File: config.mk
export PLATFORM = sky130hd
export DESIGN_NAME = vecOperandFetch
export DESIGN_NICKNAME = d
export VERILOG_FILES = /design/src/rtl/opFetchPkg.sv /design/src/rtl/opFetchAddrCalc.sv /design/src/rtl/opFetchLaneSwizzle.sv /design/src/rtl/opFetchCtrl.sv /design/src/rtl/opFetchDatapath.sv /design/src/rtl/vecOperandFetch.sv
export SDC_FILE = /design/constraint.sdc
export NUM_CORES = 1
export LEC_CHECK = 0
export BUFFER_PORTS_ARGS = -buffer_cell sky130_fd_sc_hd__buf_2
export CAP_MARGIN = 20
export CORE_UTILIZATION = 32
export CTS_BUF_LIST = sky130_fd_sc_hd__clkbuf_4 sky130_fd_sc_hd__clkbuf_8
export DETAILED_ROUTE_END_ITERATION = 10
export GPL_ROUTABILITY_DRIVEN = 0
export GPL_TIMING_DRIVEN = 0
export PLACE_DENSITY_LB_ADDON = 0.25
export REMOVE_ABC_BUFFERS = 1
export SLEW_MARGIN = 40
export SYNTH_ARGS = -nofsm -noshare
export SYNTH_HDL_FRONTEND = slang
export SYNTH_HIERARCHICAL = 1
export SYNTH_SLANG_ARGS = --single-unit
File: constraint.sdc
create_clock -name clk -period 2.5 [get_ports clk]
set_clock_uncertainty 0.05 [all_clocks]
set_input_delay 0.25 -clock clk [delete_from_list [all_inputs] [get_ports clk]]
set_output_delay 0.25 -clock clk [all_outputs]
set_load 0.01 [all_outputs]
File: src/rtl/opFetchPkg.sv
package opFetchPkg;

  // Per-stage strobes from control to datapath
  typedef struct packed {
    logic issue;    // request accepted, register address
    logic advance;  // read in flight, file answers next cycle
    logic capture;  // read data present, register result
  } stageStrobes_t;

  localparam int SEL_W = 8;
  localparam int LANES = 4;

  // Slot that takes the relative offset for a given opcode form
  function automatic logic [1:0] relSlotOf(input logic isMad, input logic isInv);
    if (isMad) return isInv ? 2'd3 : 2'd2;
    return isInv ? 2'd2 : 2'd1;
  endfunction

endpackage

File: src/rtl/opFetchAddrCalc.sv
module opFetchAddrCalc
  import opFetchPkg::*;
#(
  parameter int TEMP_DEPTH = 32,
  parameter int UNIF_DEPTH = 96,
  parameter int OFF_W = 8,
  parameter int ADDR_W = 7
) (
  input  logic [1:0]        slot,
  input  logic              isMad,
  input  logic              isInv,
  input  logic              isUniform,
  input  logic [ADDR_W-1:0] index,
  input  logic [1:0]        addrSel,
  input  logic [OFF_W-1:0]  addrReg0,
  input  logic [OFF_W-1:0]  addrReg1,
  input  logic [OFF_W-1:0]  loopReg,
  output logic [ADDR_W-1:0] addr
);
  localparam int SUM_W = ((ADDR_W > OFF_W) ? ADDR_W : OFF_W) + 2;
  localparam logic signed [SUM_W-1:0] TEMP_D = SUM_W'(TEMP_DEPTH);
  localparam logic signed [SUM_W-1:0] UNIF_D = SUM_W'(UNIF_DEPTH);

  logic [OFF_W-1:0]        offPick;
  logic                    useRel;
  logic signed [SUM_W-1:0] offExt;
  logic signed [SUM_W-1:0] sum;
  logic signed [SUM_W-1:0] remTemp;
  logic signed [SUM_W-1:0] remUnif;

  always_comb begin
    unique case (addrSel)
      2'd1:    offPick = addrReg0;
      2'd2:    offPick = addrReg1;
      2'd3:    offPick = loopReg;
      default: offPick = '0;
    endcase
  end

  assign useRel = (addrSel != 2'd0) && (slot == relSlotOf(isMad, isInv));
  assign offExt = useRel ? $signed({{(SUM_W-OFF_W){offPick[OFF_W-1]}}, offPick}) : '0;
  assign sum    = $signed({{(SUM_W-ADDR_W){1'b0}}, index}) + offExt;

  always_comb begin
    remTemp = sum % TEMP_D;
    if (remTemp < 0) remTemp = remTemp + TEMP_D;
    remUnif = sum % UNIF_D;
    if (remUnif < 0) remUnif = remUnif + UNIF_D;
  end

  assign addr = isUniform ? ADDR_W'(remUnif) : ADDR_W'(remTemp);

endmodule

File: src/rtl/opFetchLaneSwizzle.sv
module opFetchLaneSwizzle
  import opFetchPkg::*;
#(
  parameter int LANE_W = 24
) (
  input  logic [LANES*LANE_W-1:0] vecIn,
  input  logic [SEL_W-1:0]        sel,
  input  logic                    neg,
  output logic [LANES*LANE_W-1:0] vecOut
);
  logic [LANE_W-1:0] laneIn [LANES];
  logic [LANE_W-1:0] signFlip;

  assign signFlip = {neg, {(LANE_W-1){1'b0}}};

  for (genvar i = 0; i < LANES; i++) begin : g_unpack
    assign laneIn[i] = vecIn[i*LANE_W +: LANE_W];
  end

  // Output lane k reads the selector pair starting at the top for lane x
  for (genvar k = 0; k < LANES; k++) begin : g_lane
    logic [1:0] pick;
    assign pick = sel[SEL_W-1-2*k -: 2];
    assign vecOut[k*LANE_W +: LANE_W] = laneIn[pick] ^ signFlip;
  end

endmodule

File: src/rtl/opFetchCtrl.sv
module opFetchCtrl
  import opFetchPkg::*;
(
  input  logic          clk,
  input  logic          rstN,
  input  logic          reqValid,
  output stageStrobes_t strb,
  output logic          rdEn,
  output logic          outValid
);
  logic dataPending;

  always_ff @(posedge clk or negedge rstN) begin
    if (!rstN) begin
      rdEn        <= 1'b0;
      dataPending <= 1'b0;
      outValid    <= 1'b0;
    end else begin
      rdEn        <= reqValid;
      dataPending <= rdEn;
      outValid    <= dataPending;
    end
  end

  assign strb.issue   = reqValid;
  assign strb.advance = rdEn;
  assign strb.capture = dataPending;


  req_to_read_chk: assert property (@(posedge clk) disable iff (!rstN)
    reqValid |=> rdEn);


  out_latency_chk: assert property (@(posedge clk) disable iff (!rstN)
    outValid |-> $past(reqValid, 3));

endmodule

File: src/rtl/opFetchDatapath.sv
module opFetchDatapath
  import opFetchPkg::*;
#(
  parameter int LANE_W = 24,
  parameter int TEMP_DEPTH = 32,
  parameter int UNIF_DEPTH = 96,
  parameter int OFF_W = 8,
  parameter int ADDR_W = 7
) (
  input  logic                    clk,
  input  logic                    rstN,
  input  stageStrobes_t           strb,
  input  logic [1:0]              reqSlot,
  input  logic                    reqMad,
  input  logic                    reqInv,
  input  logic                    reqUniform,
  input  logic [ADDR_W-1:0]       reqIndex,
  input  logic [1:0]              reqAddrSel,
  input  logic [SEL_W-1:0]        reqSwizzle,
  input  logic                    reqNegate,
  input  logic [OFF_W-1:0]        addrReg0,
  input  logic [OFF_W-1:0]        addrReg1,
  input  logic [OFF_W-1:0]        loopReg,
  output logic                    rdUniform,
  output logic [ADDR_W-1:0]       rdAddr,
  input  logic [LANES*LANE_W-1:0] rdData,
  output logic [LANES*LANE_W-1:0] outVec
);
  localparam int VEC_W = LANES * LANE_W;
  localparam logic [VEC_W-1:0] SIGN_MASK = {LANES{1'b1, {(LANE_W-1){1'b0}}}};

  logic [ADDR_W-1:0] addrNext;
  logic [SEL_W-1:0]  swzIssued, swzPending;
  logic              negIssued, negPending;
  logic [VEC_W-1:0]  shuffled;

  opFetchAddrCalc #(
    .TEMP_DEPTH(TEMP_DEPTH), .UNIF_DEPTH(UNIF_DEPTH), .OFF_W(OFF_W), .ADDR_W(ADDR_W)
  ) u_addrCalc (
    .slot(reqSlot), .isMad(reqMad), .isInv(reqInv), .isUniform(reqUniform),
    .index(reqIndex), .addrSel(reqAddrSel), .addrReg0(addrReg0),
    .addrReg1(addrReg1), .loopReg(loopReg), .addr(addrNext)
  );

  always_ff @(posedge clk or negedge rstN) begin
    if (!rstN) begin
      rdAddr    <= '0;
      rdUniform <= 1'b0;
    end else if (strb.issue) begin
      rdAddr    <= addrNext;
      rdUniform <= reqUniform;
    end
  end

  always_ff @(posedge clk) begin
    if (strb.issue) begin
      swzIssued <= reqSwizzle;
      negIssued <= reqNegate;
    end
    if (strb.advance) begin
      swzPending <= swzIssued;
      negPending <= negIssued;
    end
    if (strb.capture) outVec <= shuffled;
  end

  opFetchLaneSwizzle #(.LANE_W(LANE_W)) u_laneSwizzle (
    .vecIn(rdData), .sel(swzPending), .neg(negPending), .vecOut(shuffled)
  );


  temp_range_chk: assert property (@(posedge clk) disable iff (!rstN)
    strb.advance && !rdUniform |-> rdAddr < ADDR_W'(TEMP_DEPTH));


  unif_range_chk: assert property (@(posedge clk) disable iff (!rstN)
    strb.advance && rdUniform |-> rdAddr < ADDR_W'(UNIF_DEPTH));


  no_offset_chk: assert property (@(posedge clk) disable iff (!rstN)
    strb.issue && reqAddrSel == 2'd0 && reqIndex < ADDR_W'(TEMP_DEPTH)
      |=> rdAddr == $past(reqIndex));


  wrong_slot_chk: assert property (@(posedge clk) disable iff (!rstN)
    strb.issue && !reqMad && !reqInv && reqSlot == 2'd2 && reqIndex < ADDR_W'(TEMP_DEPTH)
      |=> rdAddr == $past(reqIndex));


  identity_chk: assert property (@(posedge clk) disable iff (!rstN)
    strb.capture && swzPending == 8'h1B && !negPending |=> outVec == $past(rdData));


  negate_chk: assert property (@(posedge clk) disable iff (!rstN)
    strb.capture && swzPending == 8'h1B && negPending
      |=> (outVec ^ $past(rdData)) == SIGN_MASK);

endmodule

File: src/rtl/vecOperandFetch.sv
module vecOperandFetch
  import opFetchPkg::*;
#(
  parameter int LANE_W = 24,
  parameter int TEMP_DEPTH = 32,
  parameter int UNIF_DEPTH = 96,
  parameter int OFF_W = 8,
  localparam int ADDR_W = $clog2((TEMP_DEPTH > UNIF_DEPTH) ? TEMP_DEPTH : UNIF_DEPTH),
  localparam int VEC_W = 4 * LANE_W
) (
  input  logic              clk,
  input  logic              rstN,
  input  logic              reqValid,
  input  logic [1:0]        reqSlot,
  input  logic              reqMad,
  input  logic              reqInv,
  input  logic              reqUniform,
  input  logic [ADDR_W-1:0] reqIndex,
  input  logic [1:0]        reqAddrSel,
  input  logic [7:0]        reqSwizzle,
  input  logic              reqNegate,
  input  logic [OFF_W-1:0]  addrReg0,
  input  logic [OFF_W-1:0]  addrReg1,
  input  logic [OFF_W-1:0]  loopReg,
  output logic              rdEn,
  output logic              rdUniform,
  output logic [ADDR_W-1:0] rdAddr,
  input  logic [VEC_W-1:0]  rdData,
  output logic              outValid,
  output logic [VEC_W-1:0]  outVec
);
  stageStrobes_t strb;

  opFetchCtrl u_ctrl (
    .clk(clk), .rstN(rstN), .reqValid(reqValid), .strb(strb),
    .rdEn(rdEn), .outValid(outValid)
  );

  opFetchDatapath #(
    .LANE_W(LANE_W), .TEMP_DEPTH(TEMP_DEPTH), .UNIF_DEPTH(UNIF_DEPTH),
    .OFF_W(OFF_W), .ADDR_W(ADDR_W)
  ) u_datapath (
    .clk(clk), .rstN(rstN), .strb(strb),
    .reqSlot(reqSlot), .reqMad(reqMad), .reqInv(reqInv), .reqUniform(reqUniform),
    .reqIndex(reqIndex), .reqAddrSel(reqAddrSel), .reqSwizzle(reqSwizzle),
    .reqNegate(reqNegate), .addrReg0(addrReg0), .addrReg1(addrReg1), .loopReg(loopReg),
    .rdUniform(rdUniform), .rdAddr(rdAddr), .rdData(rdData), .outVec(outVec)
  );

endmodule

Yosys cells after proc, flatten, opt, wreduce, memory -nomap -nowiden
Cells that the tools add are included.
{"block": "word_totals", "ff_bits": 125, "latchBits": 0, "ram_bits": 0, "romBits": 0, "input_bits": 146, "wordCells": 58, "n_memories": 0}
{"block": "op_classes", "addsub": 3, "n_mul": 0, "div_mod_pow": 1, "n_lt_le_gt_ge": 6, "n_eq_ne": 4, "shifts": 0, "mux": 22, "bitwise": 9, "reduce_logical": 3}
{"cell": "24-bit binary-select mux with 2-bit select", "count": 4}
{"cell": "24-bit 2-to-1 mux", "count": 8}
{"cell": "24-bit bitwise XOR", "count": 4}
{"cell": "8-bit one-hot mux with 3 select lines", "count": 1}
{"cell": "7-bit 2-to-1 mux", "count": 3}
{"cell": "3-bit >= comparator, second input constant", "count": 4}
{"cell": "2-bit NOT with 3-bit output", "count": 4}
{"cell": "8-bit by 10-bit adder with 10-bit output", "count": 1}
{"cell": "10-bit by 1-bit < comparator with 1-bit output, second input constant", "count": 1}
{"cell": "10-bit by 8-bit remainder unit with 10-bit output, second input constant", "count": 1}
{"cell": "10-bit 2-to-1 mux", "count": 1}
{"cell": "6-bit by 7-bit adder with 7-bit output, second input constant", "count": 1}
{"cell": "7-bit by 6-bit adder with 7-bit output, second input constant", "count": 1}
{"cell": "6-bit by 1-bit < comparator with 1-bit output, second input constant", "count": 1}
{"cell": "2-bit 2-to-1 mux", "count": 3}
{"cell": "5-bit OR reduction", "count": 1}
{"cell": "2-bit == test, second input constant", "count": 2}
{"cell": "2-bit by 1-bit == test with 1-bit output, second input constant", "count": 1}
{"cell": "2-bit == test", "count": 1}
{"cell": "1-bit 2-to-1 mux", "count": 2}
{"cell": "2-bit nonzero test", "count": 1}
{"cell": "1-bit bitwise AND", "count": 1}
{"cell": "1-bit logical AND", "count": 1}

Logic depth before layout (Yosys ltp)
{"block": "logic_depth", "ltp_word": 12, "depth_mapped": 19, "ltp_nobuf": 19}

Cells and area by module
Netlist, hierarchy kept.
{"mod": "opFetchDatapath", "instances": 1, "cells_each": 131, "area_each_um2": 3754.9}
{"mod": "opFetchLaneSwizzle", "instances": 1, "cells_each": 124, "area_each_um2": 2402.3}
{"mod": "opFetchAddrCalc", "instances": 1, "cells_each": 171, "area_each_um2": 1276.2}
{"mod": "opFetchCtrl", "instances": 1, "cells_each": 6, "area_each_um2": 97.6}

Worst setup path after synthesis
No wires, ideal clock.
{"block": "synth_path", "kind": "input -> register", "from": "input reqMad", "to": "register u_datapath.rdAddr[6]", "setup_time_ns": 0.125, "t_arrival_ns": 3.751, "path_slack_ns": -1.426, "path_stages": 17, "path_buffers": 0, "cell_sequence": "inv_1 > ha_1 > xor2_1 > o211ai_1 > nor2_1 > ha_1 > fa_1 > a211oi_1 > nor2_1 > o221a_2 > a211o_2 > xnor2_4 > nor3_1 > o221a_1 > o21ai_2 > mux2i_1 > mux2_4"}
{"block": "synth_between", "elab_chain_cells": 11, "elab_cells_between_ends": 16}
{"item": "start, declared", "line": "vecOperandFetch.sv:15", "source": "input logic reqMad,"}
{"item": "1-bit 2-to-1 mux (*)", "line": "opFetchPkg.sv:15", "source": "if (isMad) return isInv ? 2'd3 : 2'd2;"}
{"item": "2-bit 2-to-1 mux (*)", "line": "opFetchPkg.sv:16", "source": "return isInv ? 2'd2 : 2'd1;"}
{"item": "2-bit == test (*)", "line": "opFetchAddrCalc.sv:40", "source": "assign useRel = (addrSel != 2'd0) && (slot == relSlotOf(isMad, isInv));"}
{"item": "1-bit logical AND (*)", "line": "opFetchAddrCalc.sv:40"}
{"item": "10-bit 2-to-1 mux (*)", "line": "opFetchAddrCalc.sv:41", "source": "assign offExt = useRel ? $signed({{(SUM_W-OFF_W){offPick[OFF_W-1]}}, offPick}) : '0;"}
{"item": "8-bit by 10-bit adder with 10-bit output (*)", "line": "opFetchAddrCalc.sv:42", "source": "assign sum = $signed({{(SUM_W-ADDR_W){1'b0}}, index}) + offExt;"}
{"item": "branches (longest 4 deep; another with 10-bit by 8-bit remainder unit with 10-bit output)"}
{"item": "7-bit 2-to-1 mux (*)", "line": "opFetchAddrCalc.sv:51", "source": "assign addr = isUniform ? ADDR_W'(remUnif) : ADDR_W'(remTemp);"}
{"item": "via u_datapath.addrNext[6]", "line": "opFetchDatapath.sv:32", "source": "logic [ADDR_W-1:0] addrNext;"}
{"item": "end signal, assigned", "line": "opFetchDatapath.sv:50", "source": "rdAddr <= addrNext;"}
{"item": "end, declared", "line": "opFetchDatapath.sv:25", "source": "output logic [ADDR_W-1:0] rdAddr,"}
Mark *: on every way through the listed nets, which the timed path passes.
A chain may end at the register's enable or synchronous reset.

Final worst setup path
{"block": "layout_path", "from": "input reqInv", "to": "register u_datapath.rdAddr[6]"}
{"block": "layout_between", "elab_chain_cells": 12, "elab_cells_between_ends": 18}
{"item": "start, declared", "line": "vecOperandFetch.sv:16", "source": "input logic reqInv,"}
{"item": "1-bit 2-to-1 mux", "line": "opFetchPkg.sv:15"}
{"item": "2-bit 2-to-1 mux", "line": "opFetchPkg.sv:15"}
{"item": "2-bit 2-to-1 mux (*)", "line": "opFetchPkg.sv:16"}
{"item": "2-bit == test (*)", "line": "opFetchAddrCalc.sv:40"}
{"item": "1-bit logical AND (*)", "line": "opFetchAddrCalc.sv:40"}
{"item": "10-bit 2-to-1 mux (*)", "line": "opFetchAddrCalc.sv:41"}
{"item": "8-bit by 10-bit adder with 10-bit output (*)", "line": "opFetchAddrCalc.sv:42"}
{"item": "branches (longest 4 deep; another with 10-bit by 8-bit remainder unit with 10-bit output)"}
{"item": "7-bit 2-to-1 mux (*)", "line": "opFetchAddrCalc.sv:51"}
{"item": "via u_datapath.addrNext[6]", "line": "opFetchDatapath.sv:32"}
Mark *: on every way through the listed nets, which the timed path passes. The select of a mux whose other input is x is not followed.

==> metrics.cfg <==
[outcome]
outcome=complete, but fails checks
violations=negative setup slack

[sta]
relSlewSlack_pct=63.15
setup_viol=6
finalSetupTns_ns=-5.172
maxSlewViolCount=0
setup_slack_ns=-1.096
fin_crit_ns=3.596
whs_ns=0.1255
timing.fmax_mhz=278.0
rsz0062_at_grt=yes
hold_viol=0
period_share_pct=143.9
worstMarginPinSlew_ns=0.5528

[global_routing]
gr-total-overflow=0
grt_start_max_net_pins=47
grt_pass1_vias=5814
grt.total_usage_pct=18.00
grt_pass1_wl_um=32240
antenna_found_initial=3

[worst_setup_path]
cpMaxStageDelayCell=fa_2
path_cells=buf_6, inv_4, ha_4, xor2_1, o211ai_1, nor2_1, ha_2, fa_2, a21o_4, a211oi_4, buf_4, o221a_4, o22ai_2, a311oi_2, o32ai_1, mux2_2, nand2_1, mux2i_1, mux2_4
crit_type=input pin to flip-flop
cp_max_fo=5
crit_family=compound AO/OA/AOI/OAI gates
cp.arrival_ns=3.86
worst-path-buf-inv=3
end_kind=flip-flop
startpoint_type=input pin
crit_required_ns=2.77
slowest_delay_ns=0.43

[final_layout]
syn2layout_area_growth_pct=37.40
drive_gt1_share_pct=67.65
fillers=2080
ff_latch_area_sq_mm=0.003702
final_cell_mix=248 x buf_2, 114 x edfxtp_1, 92 x mux4_2
nets=886
multiInputGateArea_sq_mm=0.003906
fin_util_pct=45.29
final_cell_area_sq_mm=0.01035
final_common_cell=buf_2

[logic_synthesis]
async_reset_ff_share_pct=8.800
syn_area_sq_mm=0.007531
ys_seq_elements=125
synth_edf_count=114
synth.avg_cell_area_sq_um=17.43
ys.flop_type=edfxtp_1
synthDistinctLibCells=63
synthesis.instances=432
ys_warn_count=6
yosysSeqAreaShare_pct=49.11

[clocking]
clock-sinks=125
cts_tree=yes
cts.clk_slew.worst_paths_ns=0.08
clk_latency_ns=0.43
cts_buffer_depth=2
cts-root-buf=clkbuf_8
htreeDepth=4
cts_made_buffers=17

[pwr]
powerDensity_mw_per_mm2=601.7
swShare_pct=29.46
power_switching_mw=1.834
clkPwrFrac_pct=29.4
leakage_nw=4.044
p_int_mw=4.392
ir_drop_mv=0.2790
comb_power_share_pct=28.1
seq_power_share_pct=42.5

[floorplanning]
core_sq_mm=0.02285
die_y_um=155.4
die_w_um=155.4
rows=55
start_util_pct=32.96
design.die.area_sq_mm=0.02415
pin_count=252

[routing]
dr.pass1.iters=4
postRouteAntennaNets=0
wl_um=21610
drt_iter0_markers=254
vias_per_cell=5.181
route.vias.total=5481
wl_per_cell_um=20.42
drc_errors=0

[placed_design]
dpl-instance-area_sq_mm=0.009270
dp_hpwl_um=16380
io_buffers=251
place_ws_ns=-2.059

[worst_hold_path]
min_path_type=input pin to flip-flop

[job]
cap_violations=0

per-stage QoR:
step	power, mW	cells
global route	6.524	1057
CTS	6.244	1047
floorplan	3.590	398
global placement	4.144	962
detailed placement	4.257	990
finish	6.226	1058
cells in the mapped netlist (3+ instances only):
| master | instances | area share, % |
|---|---|---|
| a211oi_2 | 3 | 0.50 |
| a21oi_1 | 8 | 0.53 |
| a22oi_1 | 7 | 0.70 |
| and2_1 | 3 | 0.25 |
| buf_2 | 13 | 0.86 |
| buf_4 | 3 | 0.30 |
| buf_6 | 14 | 2.1 |
| clkbuf_1 | 4 | 0.20 |
| dfrtp_1 | 11 | 3.7 |
| edfxtp_1 | 114 | 45 |
| ha_1 | 10 | 1.7 |
| inv_1 | 4 | 0.20 |
| mux2_2 | 9 | 1.3 |
| mux2_4 | 8 | 1.6 |
| mux4_1 | 4 | 1.4 |
| mux4_2 | 92 | 28 |
| nand2_1 | 9 | 0.45 |
| nand2b_1 | 3 | 0.25 |
| nor2_1 | 28 | 1.4 |
| nor3_1 | 8 | 0.53 |
| o21a_1 | 3 | 0.30 |
| o21ai_0 | 6 | 0.40 |
| xnor2_1 | 7 | 0.81 |
| xor2_1 | 11 | 1.3 |
final timing paths:
path	from	to	slack, ns	cells past startpoint
max	reqInv	u_datapath/rdAddr[6]$_DFFE_PN0P_	-1.10	19
max reg2reg	u_datapath/swzPending[6]$_DFFE_PP_	u_datapath/outVec[9]$_DFFE_PP_	0.55	3
min	reqUniform	u_datapath/rdUniform$_DFFE_PN0P_	0.13	2
min reg2reg	u_datapath/swzIssued[5]$_DFFE_PP_	u_datapath/swzPending[5]$_DFFE_PP_	0.38	0
min in group asynchronous	rstN	u_datapath/rdAddr[0]$_DFFE_PN0P_	0.15	2
max in group asynchronous	rstN	u_ctrl/dataPending$_DFF_PN0_	2.02	2
worst reg2reg max path, stage by stage, from the launching register on:
cell	delay, ns
edfxtp_1	0.67
buf_6	0.26
buf_6	0.19
mux4_2	0.52
kinds of logic (layout without fill, tap and decap cells):
logic type	Yosys count	in the layout	synth area share [%]
other	0	3	0
adders and majority gates	11	11	1.927
muxes	116	116	32.26
xor gates and xnor gates	19	19	2.459
DFF	125	125	49.11
and+or+nand+nor	65	65	4.253
AOI/OAI and AO/OA	58	58	6.330
buffers and inverters	38	348	3.655
timing repair:
action	in CTS	in global routing
hold buffers	10	0
pin swaps	22	24
setup endpoints to repair	6	6
setup buffers	15	8
endpoints found under the hold margin	20	0
resized for setup	53	20
power by group through the flow:
stage	clock network (mW)	logic [mW]	registers, mW
after floorplan	0	0.702	2.89
final	1.83	1.75	2.65
after CTS	1.90	1.69	2.65
after global routing	1.98	1.87	2.67
after detailed placement	0	1.56	2.70
after global placement	0	1.25	2.89
flip-flops by register name (all words and copies together), names as in the netlist:
signal,cells
u_ctrl/dataPending,1
u_ctrl/outValid,1
u_datapath/rdUniform,1
u_datapath/negIssued,1
u_datapath/rdAddr,7
u_datapath/outVec,96
u_ctrl/rdEn,1
u_datapath/swzIssued,8
u_datapath/negPending,1
u_datapath/swzPending,8
per-layer routing:
layer	vias to the layer above	wire (um)	global-route usage, %
li1	2438	-	-
met1	2778	8283	20.36
met2	225	11300	32.14
met3	40	1430	4.596
met4	0	594	7.563
met5	-	0	0
layout make-up:
| cell class | count | share of cell area, % |
|---|---|---|
| Tap cell | 313 | 3.785 |
| Timing Repair Buffer | 312 | 18.55 |
| Multi-Input combinational cell | 269 | 37.75 |
| Sequential cell | 125 | 35.78 |
| Clock buffer | 18 | 2.334 |
| Antenna cell | 3 | 0.07255 |
| Inverter | 4 | 0.1935 |
| Clock inverter | 14 | 1.536 |
(Power assumes the default switching activity.)
